**src/rtl/ext_irq_pkg.sv**
```systemverilog
package ext_irq_pkg;
  typedef enum logic {
    TRIG_LEVEL = 1'b0,
    TRIG_EDGE  = 1'b1
  } trig_e;

  // Idle level of an active-low pin.
  localparam logic PIN_IDLE = 1'b1;
endpackage

```
**src/rtl/irq_sync.sv**
```systemverilog
module irq_sync #(
  parameter int NCH    = 2,
  parameter int STAGES = 2
) (
  input  logic           clk,
  input  logic           rst_n,
  input  logic [NCH-1:0] raw,
  output logic [NCH-1:0] synced
);
  import ext_irq_pkg::*;

  logic [STAGES-1:0] chain [NCH];

  for (genvar c = 0; c < NCH; c++) begin : g_ch
    always_ff @(posedge clk or negedge rst_n) begin
      if (!rst_n) chain[c] <= {STAGES{PIN_IDLE}};
      else        chain[c] <= {chain[c][STAGES-2:0], raw[c]};
    end
    assign synced[c] = chain[c][STAGES-1];

    AST_SYNC_IDLE_AFTER_RESET: assert property (@(posedge clk)
      $rose(rst_n) |-> synced[c] == PIN_IDLE);
  end
endmodule

```
**src/rtl/irq_channel.sv**
```systemverilog
module irq_channel (
  input  logic clk,
  input  logic rst_n,
  input  logic pin_s,
  input  logic trig,
  input  logic ack,
  input  logic wr_en,
  input  logic wr_data,
  output logic pend
);
  import ext_irq_pkg::*;

  trig_e mode;
  logic  pin_prev;
  logic  fall;

  assign mode = trig_e'(trig);
  assign fall = pin_prev & ~pin_s;

  always_ff @(posedge clk or negedge rst_n) begin
    if (!rst_n) pin_prev <= PIN_IDLE;
    else        pin_prev <= pin_s;
  end

  always_ff @(posedge clk or negedge rst_n) begin
    if (!rst_n)                  pend <= 1'b0;
    else if (mode == TRIG_LEVEL) pend <= ~pin_s;
    else if (fall)               pend <= 1'b1;
    else if (wr_en)              pend <= wr_data;
    else if (ack)                pend <= 1'b0;
  end

  AST_LEVEL_MIRROR: assert property (@(posedge clk) disable iff (!rst_n)
    (mode == TRIG_LEVEL) |=> pend == !$past(pin_s));
  AST_EDGE_SETS: assert property (@(posedge clk) disable iff (!rst_n)
    (mode == TRIG_EDGE && pin_prev && !pin_s) |=> pend);
  AST_EDGE_HOLDS: assert property (@(posedge clk) disable iff (!rst_n)
    (mode == TRIG_EDGE && pend && !ack && !wr_en) |=> pend);
  AST_ACK_CLEARS: assert property (@(posedge clk) disable iff (!rst_n)
    (mode == TRIG_EDGE && ack && !wr_en && !(pin_prev && !pin_s)) |=> !pend);
  AST_NO_SPURIOUS: assert property (@(posedge clk) disable iff (!rst_n)
    (mode == TRIG_EDGE && !pend && !(pin_prev && !pin_s) && !(wr_en && wr_data))
      |=> !pend);
endmodule

```
**src/rtl/ext_irq_sampler.sv**
```systemverilog
module ext_irq_sampler #(
  parameter int NCH         = 2,
  parameter int SYNC_STAGES = 2
) (
  input  logic           clk,
  input  logic           rst_n,
  input  logic [NCH-1:0] pin_n,
  input  logic [NCH-1:0] trig_edge,
  input  logic [NCH-1:0] ack,
  input  logic [NCH-1:0] sw_wr_mask,
  input  logic [NCH-1:0] sw_wr_data,
  output logic [NCH-1:0] pend,
  output logic           irq_req
);
  logic [NCH-1:0] pin_s;

  irq_sync #(.NCH(NCH), .STAGES(SYNC_STAGES)) u_sync (
    .clk    (clk),
    .rst_n  (rst_n),
    .raw    (pin_n),
    .synced (pin_s)
  );

  for (genvar c = 0; c < NCH; c++) begin : g_chan
    irq_channel u_chan (
      .clk     (clk),
      .rst_n   (rst_n),
      .pin_s   (pin_s[c]),
      .trig    (trig_edge[c]),
      .ack     (ack[c]),
      .wr_en   (sw_wr_mask[c]),
      .wr_data (sw_wr_data[c]),
      .pend    (pend[c])
    );
  end

  assign irq_req = |pend;

  AST_RESET_CLEAR: assert property (@(posedge clk)
    $rose(rst_n) |-> (pend == '0 && !irq_req));
endmodule

```
**config.mk**
```make
export PLATFORM = sky130hd
export DESIGN_NAME = ext_irq_sampler
export DESIGN_NICKNAME = d
export VERILOG_FILES = /design/src/rtl/ext_irq_pkg.sv /design/src/rtl/irq_sync.sv /design/src/rtl/irq_channel.sv /design/src/rtl/ext_irq_sampler.sv
export SDC_FILE = /design/constraint.sdc
export NUM_CORES = 1
export LEC_CHECK = 0
export BUFFER_PORTS_ARGS = -buffer_cell sky130_fd_sc_hd__buf_4
export CAP_MARGIN = 25
export CORE_AREA = 3 3 40 42
export CTS_CLUSTER_SIZE = 10
export DETAILED_ROUTE_END_ITERATION = 8
export DIE_AREA = 0 0 43 45
export PLACE_DENSITY_LB_ADDON = 0.2
export RECOVER_POWER = 50
export SKIP_CTS_REPAIR_TIMING = 1
export SLEW_MARGIN = 20
export SYNTH_ARGS = -nofsm -noshare
export SYNTH_HDL_FRONTEND = slang
export SYNTH_SLANG_ARGS = --single-unit
```
**constraint.sdc**
```tcl
create_clock -name clk -period 2 [get_ports clk]
set_input_delay 0.1 -clock clk [delete_from_list [all_inputs] [get_ports clk]]
set_output_delay 0.1 -clock clk [all_outputs]
set_load 0.02 [all_outputs]
```
Word-level counts from Yosys, hierarchy flattened
Index checks and enable logic that the tools add are counted.
Storage, ports and cells
  register bits after elaboration: 8
  input port bits: 12
Operators by class
  bitwise operators: 4
  eq/ne operators: 2
  multiplexer cells: 8
  reductions and logical operators: 1
Operator list (count)
  $mux W1: 8
  $ne A4 B1 Y1 const B: 2
  $and A1 B1 Y1: 2
  $not A1 Y1: 2
  $reduce_or A2 Y1: 1

Longest topological paths before layout
  depth in word-level cells: 4
  mapped depth: 3
  mapped depth without buffers: 3

Hierarchy
A second synthesis with hierarchy kept.
Unflattened totals
  cells, all modules: 19
  area total of the unflattened synthesis: 299.0 um^2
By module, submodules not included
  irq_channel: instances 2, seq. area each 51.3 um^2, cells an instance 6, area each 86.3 um^2
  irq_sync: instances 1, seq. area each 105.1 um^2, cells an instance 6, area each 120.1 um^2
  ext_irq_sampler: instances 1, seq. area each 0.0 um^2, cells an instance 1, area each 6.3 um^2

Worst setup path after synthesis
Ideal clock, no wire load.
  kind: register to register
  start point: register u_sync.chain, in the netlist u_sync.synced[0]
  end point: register g_chan[0].u_chan.pend
  stages on the path, launching flop included: 3
  arrival time: 834 ps
  clock period less this slack: 960 ps
  setup slack: 1040 ps
  library setup time: 126 ps
  path through: dfstp_2 a21oi_1 a311o_1
On the way
  longest elaborated chain between the ends: 4
  elaborated cells between the ends (all ways): 5
  those cells by class: eq/ne: 1; mux: 2; bitwise: 2
Ends and longest elaborated chain
  start: declaration: RTL line irq_sync.sv:12  | logic [STAGES-1:0] chain [NCH];
  start signal: indexed assignment: RTL line irq_sync.sv:16  | if (!rst_n) chain[c] <= {STAGES{PIN_IDLE}};
  start signal: indexed assignment: RTL line irq_sync.sv:17  | else chain[c] <= {chain[c][STAGES-2:0], raw[c]};
  $not A1 Y1 *: RTL line irq_channel.sv:18, irq_channel.sv:27
  $and A1 B1 Y1: RTL line irq_channel.sv:18  | assign fall = pin_prev & ~pin_s;
  $mux W1: RTL line irq_channel.sv:28  | else if (fall) pend <= 1'b1;
  $mux W1: RTL line irq_channel.sv:27  | else if (mode == TRIG_LEVEL) pend <= ~pin_s;
  end signal: assignment: RTL line irq_channel.sv:27
  end signal: assignment: RTL line irq_channel.sv:29  | else if (wr_en) pend <= wr_data;
  end: declaration: RTL line irq_channel.sv:9  | output logic pend
Every way passes the cells marked *; elsewhere a longest branch is shown, timed or not.
A chain may end at the register's enable or synchronous reset.

Worst setup path after layout
  start point: register g_chan[1].u_chan.pend
  end point: output irq_req
On the way
  longest elaborated chain between the ends: 1
Ends and longest elaborated chain
  start: declaration: RTL line irq_channel.sv:9
  start signal: assignment: RTL line irq_channel.sv:27
  start signal: assignment: RTL line irq_channel.sv:29
  $reduce_or A2 Y1: RTL line ext_irq_sampler.sv:37  | assign irq_req = |pend;
  end: declaration: RTL line ext_irq_sampler.sv:13  | output logic irq_req
Every way passes these cells.

==> reports/results.ini <==
[timing]
finalCritPeriodShare_pct = 58.6
worst_slew_pin_slew_ns = 0.406
slew_viol_final = 0
fin_setup_tns_ns = 0
setup_ws_ns = 0.829
slew_headroom_pct = 72.9
hold_viol = 0
max_clock_freq_ghz = 0.854
skew_ns = 0.000113
setup_violations = 0
fin_crit_ns = 1.17
rsz0062_at_grt = false

[clock_network]
htreeDepth = 1
clockBufferDepth = 2
cts_made_buffers = 3
cts-root-buf = clkbuf_4
clk_latency_ns = 0.24
cts_tree = done
path_clk_slew_ns = 0.05
cts.sinks = 8

[routing]
via_count = 206
drt_iter0_drc = 0
totalWireLength_um = 548
wire_per_inst_um = 10.5
dr.pass1.iters = 1
via_per_inst = 3.96
drc_errors = 0
postRouteAntennaNets = 0

[worst_hold_path]
hold_class = in -> reg
hold_path_depth = 2
holdCritStartpoint = sw_wr_data[1]
hold_path_end = g_chan[1].u_chan.pend

[global_route]
grt_pass1_vias = 228
gr-total-overflow = 0
antenna_found_initial = 0
grt_pass1_wl_um = 931
track_usage_pct = 6.90
grt_max_degree = 9

[worst_setup_path]
end_kind = output pin
r2r-start = u_sync.synced[1]
cpMaxStageDelayCell = dfrtp_1
critPathBufInv = 1
crit_chain = or2_2 -> buf_4
critical_path_peak_fanout = 3
critical_path_arrival_ns = 1.07
rr_endpoint = g_chan[1].u_chan.pend
start_kind = flop
required_ns = 1.90
r2r_cells = 2
crit_type = reg -> out
cp_top_family = flip-flops
max_stage_delay_ns = 0.38
reg2reg_setup_slack_ns = 1.00

[die]
initial_core_util_pct = 22.5
core_sq_um = 1280
die_area_sq_um = 1940
die_w_um = 43
die_h_um = 45
rows = 13
ios = 15

[layout]
syn2layout_area_growth_pct = 54.5
n_antenna_cell = 0
fill_cells = 131
drive_above_1_share_pct = 62.2
finalInstanceArea_sq_um = 447
multi_input_comb_area_sq_um = 58.8
nets = 51
ff_latch_area_sq_um = 208

[synthesis]
yosysWarningCount = 0
ys_ff_latch = 8
ys.flop_type = dfstp_2
syn_area_sq_um = 289
synth.distinct_cells = 9
synth_top_area_cell = dfstp_2
synth-edff-count = 0
ys_seq_area_share_pct = 71.9
synth_top_area_share_pct = 54.5
synth_area_leaders = dfstp_2 (55%), dfrtp_1 (17%), a311o_1 (6.9%)
syn-num-nets = 31
syn_area_per_cell_sq_um = 15.2
synthArstFlopShare_pct = 100
yosysMostFrequentCell = dfstp_2
postSynthCellCount = 19

[power_and_ir_drop]
total_power_mw = 0.347
power_leakage_nw = 0.206
power.density_nw_per_um2 = 776
irDropWorstVdd_mv = 0.217

[placed_design]
io_buffers = 14
placed_area_sq_um = 398
dp_slack_ns = 0.989
gp_congestion = 0.592
hpwl_um = 460

[flow_run]
max_cap_viol_count = 0

[outcome]
status = finished, final reports clean

==> layer usage <==
metal	part of all wire [%]	routed length, um	vias up	global-route usage, %
li1	-	-	103	-
met1	29	160	95	6.45
met2	61	337	8	12.9
met3	8.9	49	0	1.59
met4	0	0	0	5.42
met5	0	0	-	0
==> through the flow <==
step,std cells,util [%],hold slack [ns]
after floorplan,19,-,-0.196
after detailed placement,46,31.0,-0.0792
after global placement,46,31.0,-0.0817
final,52,34.8,0.120
after global routing,52,34.8,0.131
after CTS,49,32.7,-0.347
==> layout by cell type (no fill, tap or decap), drive strengths merged <==
master and count:
dlygate4sd3 3, buf 12, inv 2, and4bb 1
clkbuf 5, dfrtp 2, dfstp 6, or2 1
a311o 2, nor4bb 1, a21oi 2
==> kinds of logic after synthesis <==
| family | count (synthesis) | share of synthesized area (%) |
|---|---|---|
| AO/OA/AOI/OAI | 4 | 10.4 |
| buffers and inverters | 4 | 7.79 |
| flip-flops | 8 | 71.9 |
| AND/OR/NAND/NOR | 3 | 9.96 |
==> how the worst max path moves through the flow <==
stage	cells past startpoint	slack, ns	end	start
after floorplan	2	1.04	g_chan[0].u_chan.pend	u_sync.synced[0]
after global placement	2	1.02	g_chan[0].u_chan.pend	u_sync.synced[0]
after detailed placement	2	0.99	g_chan[1].u_chan.pend	u_sync.synced[1]
after CTS	2	0.81	irq_req	g_chan[1].u_chan.pend
after global routing	2	0.76	irq_req	g_chan[1].u_chan.pend
final	2	0.83	irq_req	g_chan[1].u_chan.pend
==> registers in the layout (all words and copies together) (netlist names) <==
signal / cells
g_chan.u_chan.pend: 2
g_chan.u_chan.pin_prev: 2
u_sync.chain: 2
u_sync.synced: 2
==> area by class of cell <==
cell class                      instances  share of cell area (%)
Sequential cell                         8                    46.5
Timing Repair Buffer                   17                    29.4
Multi-Input combinational cell          7                    13.2
Clock buffer                            3                    5.04
Tap cell                               15                    4.20
Inverter                                2                    1.68
==> power breakdown <==
part           switching (mW)  internal [mW]  total [mW]
clock                  0.0474         0.0682       0.116
sequential            0.00445          0.177       0.181
combinational          0.0197         0.0301      0.0498
Note: power is estimated with default switching activity, not from simulation.
